**config.mk**
```make
export PLATFORM = sky130hd
export DESIGN_NAME = flash_id_probe
export DESIGN_NICKNAME = d
export VERILOG_FILES = /design/src/rtl/flash_probe_pkg.sv /design/src/rtl/flash_bus_port.sv /design/src/rtl/flash_id_table.sv /design/src/rtl/flash_probe_seq.sv /design/src/rtl/flash_id_probe.sv
export SDC_FILE = /design/constraint.sdc
export NUM_CORES = 1
export LEC_CHECK = 0
export ABC_AREA = 1
export BUFFER_PORTS_ARGS = -buffer_cell sky130_fd_sc_hd__buf_2
export CELL_PAD_IN_SITES_DETAIL_PLACEMENT = 2
export CELL_PAD_IN_SITES_GLOBAL_PLACEMENT = 2
export CORE_AREA = 8 8 165 105
export CTS_CLUSTER_SIZE = 12
export DETAILED_ROUTE_END_ITERATION = 7
export DIE_AREA = 0 0 173 113
export PLACE_DENSITY = 0.92
export SETUP_SLACK_MARGIN = 0.2
export SLEW_MARGIN = 20
export SYNTH_ARGS = -nofsm -noshare
export SYNTH_HDL_FRONTEND = slang
export SYNTH_HIERARCHICAL = 1
export SYNTH_SLANG_ARGS = --single-unit
```
**constraint.sdc**
```tcl
create_clock -name clk_i -period 2.7 [get_ports clk_i]
set_clock_uncertainty 0.2 [all_clocks]
set_input_delay 0.405 -clock clk_i [delete_from_list [all_inputs] [get_ports clk_i]]
set_output_delay 0.405 -clock clk_i [all_outputs]
set_load 0.005 [all_outputs]
```
**src/rtl/flash_probe_pkg.sv**
```systemverilog
package flash_probe_pkg;

  localparam int ID_TBL_DEPTH = 7;

  localparam logic [7:0] CMD_EXIT    = 8'hF0;
  localparam logic [7:0] CMD_UNLK_A  = 8'hAA;
  localparam logic [7:0] CMD_UNLK_B  = 8'h55;
  localparam logic [7:0] CMD_ID_ENTR = 8'h90;

  localparam logic [31:0] ADR_CMD_A = 32'h555;
  localparam logic [31:0] ADR_CMD_B = 32'h2AA;

  typedef enum logic [2:0] {
    ST_IDLE, ST_SETTLE, ST_CMD, ST_RD_MFR, ST_RD_DEV, ST_EVAL, ST_EXIT, ST_DONE
  } probe_state_e;

  typedef struct packed {
    logic       hit;
    logic [4:0] dev_log2;
    logic [4:0] sect_log2;
  } id_info_t;

  function automatic logic [15:0] tbl_key(input int i);
    case (i)
      0:       return 16'h01A4;
      1:       return 16'h01AD;
      2:       return 16'h01D5;
      3:       return 16'h013D;
      4:       return 16'h20E3;
      5:       return 16'hC2AD;
      default: return 16'h0000;
    endcase
  endfunction

  function automatic logic [4:0] tbl_dev_log2(input int i);
    case (i)
      0, 4:    return 5'd19;
      2:       return 5'd20;
      1, 3, 5: return 5'd21;
      default: return 5'd0;
    endcase
  endfunction

  function automatic logic [4:0] tbl_sect_log2(input int i);
    return (tbl_key(i) != 16'h0) ? 5'd16 : 5'd0;
  endfunction

  // entry is reachable only if no zero key precedes it
  function automatic logic tbl_live(input int i);
    for (int j = 0; j < i; j++)
      if (tbl_key(j) == 16'h0) return 1'b0;
    return 1'b1;
  endfunction

endpackage

```
**src/rtl/flash_bus_port.sv**
```systemverilog
module flash_bus_port #(
  parameter int AW      = 12,
  parameter int ACC_CYC = 4
) (
  input  logic          clk_i,
  input  logic          rst_ni,
  input  logic          req_i,
  input  logic          wr_i,
  input  logic [AW-1:0] addr_i,
  input  logic [7:0]    wdata_i,
  output logic          ack_o,
  output logic [7:0]    rdata_o,
  input  logic [7:0]    fl_rdata_i,
  output logic [AW-1:0] fl_addr_o,
  output logic [7:0]    fl_wdata_o,
  output logic          fl_we_o,
  output logic          fl_oe_o
);

  localparam int CW = (ACC_CYC > 1) ? $clog2(ACC_CYC) : 1;
  localparam logic [CW-1:0] LAST = CW'(ACC_CYC - 1);

  logic          active_q;
  logic          wr_q;
  logic [CW-1:0] cnt_q;
  logic [AW-1:0] addr_q;
  logic [7:0]    wdata_q;

  always_ff @(posedge clk_i or negedge rst_ni) begin
    if (!rst_ni) begin
      active_q <= 1'b0;
      wr_q     <= 1'b0;
      cnt_q    <= '0;
      addr_q   <= '0;
      wdata_q  <= '0;
      ack_o    <= 1'b0;
      rdata_o  <= '0;
    end else begin
      ack_o <= 1'b0;
      if (!active_q) begin
        if (req_i) begin
          active_q <= 1'b1;
          cnt_q    <= '0;
          wr_q     <= wr_i;
          addr_q   <= addr_i;
          wdata_q  <= wr_i ? wdata_i : 8'h00;
        end
      end else if (cnt_q == LAST) begin
        active_q <= 1'b0;
        ack_o    <= 1'b1;
        if (!wr_q) rdata_o <= fl_rdata_i;
      end else begin
        cnt_q <= cnt_q + 1'b1;
      end
    end
  end

  assign fl_addr_o  = addr_q;
  assign fl_wdata_o = wdata_q;
  // strobe only in the inner cycles so address/data frame it
  assign fl_we_o    = active_q && wr_q && (cnt_q != '0) && (cnt_q != LAST);
  assign fl_oe_o    = active_q && !wr_q;

endmodule

```
**src/rtl/flash_id_table.sv**
```systemverilog
module flash_id_table
  import flash_probe_pkg::*;
#(
  parameter int DEPTH = ID_TBL_DEPTH
) (
  input  logic [7:0] mfr_i,
  input  logic [7:0] dev_i,
  output id_info_t   info_o
);

  logic [DEPTH-1:0] match;
  logic             parity_ok;

  for (genvar gi = 0; gi < DEPTH; gi++) begin : g_ent
    assign match[gi] = tbl_live(gi) && (tbl_key(gi) != 16'h0) &&
                       (tbl_key(gi) == {mfr_i, dev_i});
  end

  assign parity_ok = (^mfr_i) && (^dev_i);

  always_comb begin
    info_o = '0;
    for (int i = DEPTH - 1; i >= 0; i--) begin
      if (match[i]) begin
        info_o.dev_log2  = tbl_dev_log2(i);
        info_o.sect_log2 = tbl_sect_log2(i);
      end
    end
    info_o.hit = parity_ok && (|match);
    if (!info_o.hit) begin
      info_o.dev_log2  = '0;
      info_o.sect_log2 = '0;
    end
  end

endmodule

```
**src/rtl/flash_probe_seq.sv**
```systemverilog
module flash_probe_seq
  import flash_probe_pkg::*;
#(
  parameter int AW         = 12,
  parameter int SETTLE_MAX = 10000
) (
  input  logic          clk_i,
  input  logic          rst_ni,
  input  logic          start_i,
  input  logic          ack_i,
  input  logic [7:0]    rdata_i,
  output logic          req_o,
  output logic          wr_o,
  output logic [AW-1:0] addr_o,
  output logic [7:0]    wdata_o,
  output logic [7:0]    mfr_o,
  output logic [7:0]    dev_o,
  input  id_info_t      info_i,
  output logic          busy_o,
  output logic          done_o,
  output logic          found_o,
  output logic [4:0]    dev_log2_o,
  output logic [4:0]    sect_log2_o
);

  localparam int SW = $clog2(SETTLE_MAX + 1);

  probe_state_e  state_q;
  logic          pend_q;
  logic [1:0]    cmd_idx_q;
  logic [SW-1:0] settle_cnt_q;
  logic          have_prev_q;
  logic [7:0]    prev_q;
  logic          settle_exit;

  always_comb begin
    wr_o    = 1'b0;
    addr_o  = '0;
    wdata_o = '0;
    req_o   = 1'b0;
    case (state_q)
      ST_SETTLE, ST_RD_MFR: req_o = !pend_q;
      ST_RD_DEV: begin
        req_o  = !pend_q;
        addr_o = AW'(1);
      end
      ST_CMD: begin
        req_o = !pend_q;
        wr_o  = 1'b1;
        case (cmd_idx_q)
          2'd0: begin addr_o = AW'(ADR_CMD_A); wdata_o = CMD_EXIT;    end
          2'd1: begin addr_o = AW'(ADR_CMD_A); wdata_o = CMD_UNLK_A;  end
          2'd2: begin addr_o = AW'(ADR_CMD_B); wdata_o = CMD_UNLK_B;  end
          default: begin addr_o = AW'(ADR_CMD_A); wdata_o = CMD_ID_ENTR; end
        endcase
      end
      ST_EXIT: begin
        req_o   = !pend_q;
        wr_o    = 1'b1;
        addr_o  = AW'(ADR_CMD_A);
        wdata_o = CMD_EXIT;
      end
      default: ;
    endcase
  end

  // match and read limit may coincide; either one ends the quiet phase
  assign settle_exit = (have_prev_q && (rdata_i == prev_q)) ||
                       (int'(settle_cnt_q) + 1 >= SETTLE_MAX);

  always_ff @(posedge clk_i or negedge rst_ni) begin
    if (!rst_ni) begin
      state_q      <= ST_IDLE;
      pend_q       <= 1'b0;
      cmd_idx_q    <= '0;
      settle_cnt_q <= '0;
      have_prev_q  <= 1'b0;
      prev_q       <= '0;
      mfr_o        <= '0;
      dev_o        <= '0;
      found_o      <= 1'b0;
      dev_log2_o   <= '0;
      sect_log2_o  <= '0;
    end else begin
      if (req_o) pend_q <= 1'b1;
      if (ack_i) pend_q <= 1'b0;
      case (state_q)
        ST_IDLE: if (start_i) begin
          state_q      <= ST_SETTLE;
          cmd_idx_q    <= '0;
          settle_cnt_q <= '0;
          have_prev_q  <= 1'b0;
          mfr_o        <= '0;
          dev_o        <= '0;
          found_o      <= 1'b0;
          dev_log2_o   <= '0;
          sect_log2_o  <= '0;
        end
        ST_SETTLE: if (ack_i) begin
          settle_cnt_q <= settle_cnt_q + 1'b1;
          prev_q       <= rdata_i;
          have_prev_q  <= 1'b1;
          if (settle_exit) state_q <= ST_CMD;
        end
        ST_CMD: if (ack_i) begin
          if (cmd_idx_q == 2'd3) state_q <= ST_RD_MFR;
          else cmd_idx_q <= cmd_idx_q + 1'b1;
        end
        ST_RD_MFR: if (ack_i) begin
          mfr_o   <= rdata_i;
          state_q <= ST_RD_DEV;
        end
        ST_RD_DEV: if (ack_i) begin
          dev_o   <= rdata_i;
          state_q <= ST_EVAL;
        end
        ST_EVAL: begin
          found_o     <= info_i.hit;
          dev_log2_o  <= info_i.dev_log2;
          sect_log2_o <= info_i.sect_log2;
          state_q     <= ST_EXIT;
        end
        ST_EXIT: if (ack_i) state_q <= ST_DONE;
        ST_DONE: state_q <= ST_IDLE;
        default: state_q <= ST_IDLE;
      endcase
    end
  end

  assign busy_o = (state_q != ST_IDLE);
  assign done_o = (state_q == ST_DONE);

endmodule

```
**src/rtl/flash_id_probe.sv**
```systemverilog
module flash_id_probe
  import flash_probe_pkg::*;
#(
  parameter int AW         = 12,
  parameter int ACC_CYC    = 4,
  parameter int SETTLE_MAX = 10000
) (
  input  logic          clk_i,
  input  logic          rst_ni,
  input  logic          start_i,
  input  logic [7:0]    fl_rdata_i,
  output logic [AW-1:0] fl_addr_o,
  output logic [7:0]    fl_wdata_o,
  output logic          fl_we_o,
  output logic          fl_oe_o,
  output logic          busy_o,
  output logic          done_o,
  output logic          found_o,
  output logic [7:0]    mfr_o,
  output logic [7:0]    dev_o,
  output logic [4:0]    dev_size_log2_o,
  output logic [4:0]    sect_size_log2_o
);

  logic          bus_req, bus_wr, bus_ack;
  logic [AW-1:0] bus_addr;
  logic [7:0]    bus_wdata, bus_rdata;
  id_info_t      info;

  flash_bus_port #(.AW(AW), .ACC_CYC(ACC_CYC)) u_port (
    .clk_i      (clk_i),
    .rst_ni     (rst_ni),
    .req_i      (bus_req),
    .wr_i       (bus_wr),
    .addr_i     (bus_addr),
    .wdata_i    (bus_wdata),
    .ack_o      (bus_ack),
    .rdata_o    (bus_rdata),
    .fl_rdata_i (fl_rdata_i),
    .fl_addr_o  (fl_addr_o),
    .fl_wdata_o (fl_wdata_o),
    .fl_we_o    (fl_we_o),
    .fl_oe_o    (fl_oe_o)
  );

  flash_id_table #(.DEPTH(ID_TBL_DEPTH)) u_table (
    .mfr_i  (mfr_o),
    .dev_i  (dev_o),
    .info_o (info)
  );

  flash_probe_seq #(.AW(AW), .SETTLE_MAX(SETTLE_MAX)) u_seq (
    .clk_i       (clk_i),
    .rst_ni      (rst_ni),
    .start_i     (start_i),
    .ack_i       (bus_ack),
    .rdata_i     (bus_rdata),
    .req_o       (bus_req),
    .wr_o        (bus_wr),
    .addr_o      (bus_addr),
    .wdata_o     (bus_wdata),
    .mfr_o       (mfr_o),
    .dev_o       (dev_o),
    .info_i      (info),
    .busy_o      (busy_o),
    .done_o      (done_o),
    .found_o     (found_o),
    .dev_log2_o  (dev_size_log2_o),
    .sect_log2_o (sect_size_log2_o)
  );

endmodule

```
# Word level (Yosys, flattened, before mapping)
# Cells that the tools add are included.
# Widths: inputs -> output; s select.
# word_totals
output_inout_bits,51
mem_bits_rw,0
latch_bits,0
memories,0
in_bits,11
romBits,0
reg_bits,89
elab_cells,159
# op_classes
n_mux,63
order_cmp,1
add_sub_neg,4
n_eq_ne,29
n_mul,0
n_div,0
n_reduce_logical,42
bitwise_logic,2
n_shift,0
# op_table
operator,count
$mux 16,6
$reduce_bool 16->1,6
$mux 10,7
$eq 9x16->1 const A,4
$pmux 8 s2,3
$pmux 12 s3,1
$mux 5,7
$ge 32x15->1 const B,1
$mux 14,2
$pmux 14 s2,1
$mux 3,8
$mux 8,3
$pmux 3 s8,1
$pmux 8 s3,1
$pmux 5 s2,2
$ne 2x2->1 const B,9
$eq 14x16->1 const A,1
$eq 16x16->1 const A,1
$reduce_bool 2->1,8
$reduce_xor 8->1,2
$add 14x1->15 const B,1
$add 14x1->14 const B,1
$eq 3x3->1 const B,4
$mux 2,6
other kinds (25),55

# Longest topological paths before layout
# depth
depth_word,12
depth_mapped,16

# Hierarchy
# Netlist, hierarchy kept.
# modules_own_cells
module,seq_area_each_um2,cells_per_inst,instances,area_each_um2
flash_probe_seq,1401.3,378,1,3067.9
flash_bus_port,825.8,149,1,1343.8
flash_id_table,0.0,114,1,695.7

# Least setup slack after synthesis
# No wires, ideal clock.
# synth_path
path_kind,reg2reg
from,register u_seq.state_q[1]
to,register u_port.addr_q[2] (netlist: u_port/fl_addr_o[2])
arrival_time_ns,1.695
path_stages_with_launch,12
period_less_slack_ns,1.960
n_path_buf,1
slack_ns,0.740
path_cell_list,dfrtp_1 nor2_1 inv_2 nor2_1 a21oi_1 inv_1 nor2_1 inv_1 nor2_4 buf_4 nand2_1 nand2_1
# synth_between
elab_chain_len,4
# synth_lines
element,line,source
start: declaration,flash_probe_seq.sv:28,probe_state_e state_q;
start signal: assignment,flash_probe_seq.sv:73,state_q <= ST_IDLE;
start signal: assignment,flash_probe_seq.sv:89,state_q <= ST_SETTLE;
start signal: assignment,flash_probe_seq.sv:103,if (settle_exit) state_q <= ST_CMD;
$eq 3x1->1 (tied with other cells),flash_probe_seq.sv:41,case (state_q)
$reduce_or 5->1 (no source line) (*),n/a,
$mux 1 (*),n/a,
named net bus_req,flash_id_probe.sv:25,"logic bus_req, bus_wr, bus_ack;"
$reduce_and 2->1 (no source line) (*),n/a,
end signal: assignment,flash_bus_port.sv:45,addr_q <= addr_i;
end: declaration,flash_bus_port.sv:26,logic [AW-1:0] addr_q;
# Mark *: on every way through the listed nets, which the timed path passes. The rest lies on a longest branch.
# A chain may end at the register's enable or synchronous reset.

# Worst setup path after layout
# layout_path
from,register u_seq.state_q[0]
to,register u_port.wr_q
# layout_between
elab_chain_len,4
# layout_lines
element,line,source
$eq 3x1->1 (tied with other cells),flash_probe_seq.sv:41,
$reduce_or 5->1 (no source line) (*),n/a,
$mux 1 (*),n/a,
named net bus_req,flash_id_probe.sv:25,
$reduce_and 2->1 (no source line) (*),n/a,
end signal: assignment,flash_bus_port.sv:44,wr_q <= wr_i;
end: declaration,flash_bus_port.sv:24,logic wr_q;
# Marks and branches as above.

==> results.yml <==
power:
  power_switching_w: 0.002293
  internal-power_w: 0.003236
  swShare_pct: 41.47
  seq_power_share_pct: 37.6
  comb_power_share_pct: 37.2
  peakVddDrop_uv: 383.1
  power_leakage_nw: 3.119
  power_frac_clock_pct: 25.2
  cellPowerDensity_nw_per_um2: 946.5
floorplanning:
  fp.dieH_um: 113
  start_util_pct: 34.30
  pin_count: 62
  dieWidth_um: 173
  rows: 35
  die-area_sq_um: 19550
  core_area_sq_um: 14890
placed_design:
  dpl.hpwl_mm: 12.28
  routabilityCongestion: 0.8420
  portBuffers: 61
  pre_cts_ws_ps: 299.8
  dp.cells: 879
  place_area_sq_um: 5492
clock_network:
  cts.sinks: 89
  cts_tree: "done"
  path_clk_slew_ps: 60
  cts_setup_buffers: 0
  clk_latency_ps: 340
  cts-root-buf: "clkbuf_16"
  htree_levels: 3
  cts_made_buffers: 9
  cts_buffer_depth: 2
synth:
  synthesis.area_sq_um: 5107
  synthCells: 641
  syn_area_per_cell_sq_um: 7.968
  synth_edf_count: 0
  ys_warn_count: 6
  ys.flop_type: "dfrtp_1"
  async_flop_share_pct: 100.0
  synth_seq_area_share_pct: 43.61
  ys_types: 35
  ys_seq_elements: 89
sta:
  fmax_ghz: 0.4263
  rsz0062_at_grt: "no"
  relSlewSlack_pct: 58.53
  finalCritPeriodShare_pct: 86.88
  fin_ws_ps: 354.2
  period_minus_slack_ps: 2346
  maxSlewViolCount: 0
  finalSetupViolations: 0
  hold_viol_final: 0
  finalSetupTns_ps: 0
  tightest_slew_ps: 622.1
setup_path:
  critPathKind: "reg -> reg"
  critPathMaxFanout: 14
  timing.critical_path.mode_cell: "nor2_1"
  cpMaxStageDelayCell: "dfrtp_1"
  cp.required_ps: 2710
  crit_path_max_incr_delay_ps: 520
  critPathBufInv: 3
  crit_path_end_kind: "register"
  critPathTopFamily: "simple AND/OR/NAND/NOR gates"
  cp_cell_sequence: "nor2_1 > inv_2 > nor2_1 > a21oi_2 > inv_1 > nor2_1 > inv_1 > nor2_4 > o21ai_0"
  arrival_ps: 2360
  startpoint_type: "register"
route:
  ant_nets: 0
  viasPerCell: 4.970
  wl_mm: 16.63
  first_iter_violations: 171
  dr.pass1.iters: 4
  drc: 0
  routedWlPerCell_um: 18.58
  vias: 4448
global_route:
  track_usage_pct: 17.68
  grt_pass1_wl_mm: 28.19
  overflow: 0
  antenna_found_initial: 0
  grt_max_degree: 48
  grt_pass1_vias: 5234
finish:
  area_growth_pct: 14.38
  drive_gt1_share_pct: 18.64
  layoutNonFillerInstCount: 895
  diodes: 0
  layout.nets: 726
  final_cell_area_sq_um: 5842
status:
  status: "finished clean"
hold_path:
  hp-class: "in -> reg"
job:
  max_cap_violations: 0
## worst register-to-register path, delay by kind of cell, from the launching register on
kind | cells | cell delay (ps)
buffers and inverters | 3 | 340
AO/OA/AOI/OAI | 2 | 390
AND/OR/NAND/NOR | 4 | 780
flip-flops | 1 | 520
## cell usage after synthesis, types with 3 or more instances
cell | count | area [sq um]
nor2_2 | 7 | 43.79
nor2_8 | 3 | 60.06
dfrtp_1 | 89 | 2227
ha_1 | 27 | 337.8
xnor2_1 | 5 | 43.79
buf_2 | 5 | 25.02
a21oi_1 | 7 | 35.03
nor3_1 | 3 | 15.01
nor2_4 | 4 | 45.04
o21ai_0 | 27 | 135.1
nand3_1 | 86 | 430.4
buf_6 | 3 | 33.78
nand2_4 | 3 | 33.78
nand2_2 | 15 | 93.84
nor2_1 | 43 | 161.4
o22ai_1 | 8 | 50.05
buf_4 | 21 | 157.7
inv_1 | 61 | 229.0
nand2_1 | 187 | 701.9
inv_2 | 8 | 30.03
clkbuf_1 | 4 | 15.01
xor2_1 | 8 | 70.07
## power by group through the flow
stage / Clock (W) / Combinational [W] / Sequential [W]
after CTS: 0.00143 / 0.00208 / 0.00208
after global placement: 0 / 0.00188 / 0.00205
after floorplan: 0 / 0.00143 / 0.00196
after global routing: 0.00147 / 0.00236 / 0.00214
after detailed placement: 0 / 0.00205 / 0.00209
final: 0.00139 / 0.00206 / 0.00208
## routing by layer
metal | share of wire, % | wire length [um] | vias up | track usage (%)
li1 | - | - | 2099 | -
met3 | 4.0 | 673 | 23 | 3.891
met1 | 46 | 7716 | 2235 | 22.51
met5 | 0 | 0 | - | 0
met2 | 48 | 8031 | 91 | 30.25
met4 | 1.3 | 212 | 0 | 4.176
## sequential cells by signal, summed over array words and instances, names as in the netlist, 2 cells and up
name	cells
u_port/rdata_o	8
u_seq/prev_q	8
u_seq/dev_o	8
u_port/fl_addr_o	12
u_port/fl_wdata_o	8
u_seq/cmd_idx_q	2
u_port/cnt_q	2
u_seq/sect_log2_o	5
u_seq/dev_log2_o	5
u_seq/state_q	3
u_seq/mfr_o	8
u_seq/settle_cnt_q	14
## cell families after synthesis
| kind of cell | Yosys count | synth area share (%) |
|---|---|---|
| muxes | 3 | 0.7348 |
| AOI/OAI and AO/OA | 48 | 5.340 |
| buffers and inverters | 105 | 9.848 |
| xor gates and xnor gates | 13 | 2.229 |
| adders and majority gates | 27 | 6.614 |
| other | 2 | 0.1470 |
| DFF | 89 | 43.61 |
| and+or+nand+nor | 354 | 31.48 |
## worst paths after layout
| kind | from | end | slack, ps | cells past startpoint |
|---|---|---|---|---|
| max | u_seq/state_q[0] | u_port/wr_q | 350 | 9 |
| min | fl_rdata_i[4] | u_port/rdata_o[4] | 90 | 3 |
| max reg2reg | u_seq/state_q[0] | u_port/wr_q | 350 | 9 |
| min reg2reg | u_port/fl_addr_o[6] | u_port/fl_addr_o[6] | 290 | 2 |
| max in group asynchronous | rst_ni | u_seq/state_q[0] | 1230 | 3 |
| min in group asynchronous | rst_ni | u_port/rdata_o[3] | 420 | 2 |
## per-stage QoR
stage,power (W),hold slack [ps],utilization [%]
2_1_floorplan,0.003390,-90.59,-
3_3_place_gp,0.003934,243.8,36.88
3_5_place_dp,0.004141,255.9,36.88
4_1_cts,0.005585,91.33,39.16
5_1_grt,0.005965,101.8,39.24
6_report,0.005530,93.16,39.24
## layout by cell type (no fill, tap or decap), types with 4 or more instances in the layout
cell type	count
clkbuf_16	9
dfrtp_1	89
o22ai_1	8
nand3_1	86
o21ai_0	27
conb_1	6
xnor2_1	5
ha_1	27
xor2_1	8
nand2_2	16
a21oi_1	6
buf_2	60
inv_2	8
nor2_1	43
nor2_2	6
buf_4	4
nor2_4	5
nand2_1	186
inv_1	61
## area by class of cell
cell class | count | area, sq um
Timing Repair Buffer | 66 | 360.3
Inverter | 71 | 267.8
Sequential cell | 89 | 2227
Fill cell | 1730 | 9047
Clock inverter | 4 | 76.32
Tap cell | 203 | 254.0
Clock buffer | 11 | 252.7
Multi-Input combinational cell | 451 | 2404
## timing repair
| item | 4_1_cts | 5_1_grt |
|---|---|---|
| hold buffers | 1 | 0 |
| endpoints found under the hold margin | 42 | 0 |
| resized for setup | 0 | 3 |
| setup endpoints to repair | 0 | 24 |
Note: power is estimated with default switching activity, not from simulation.
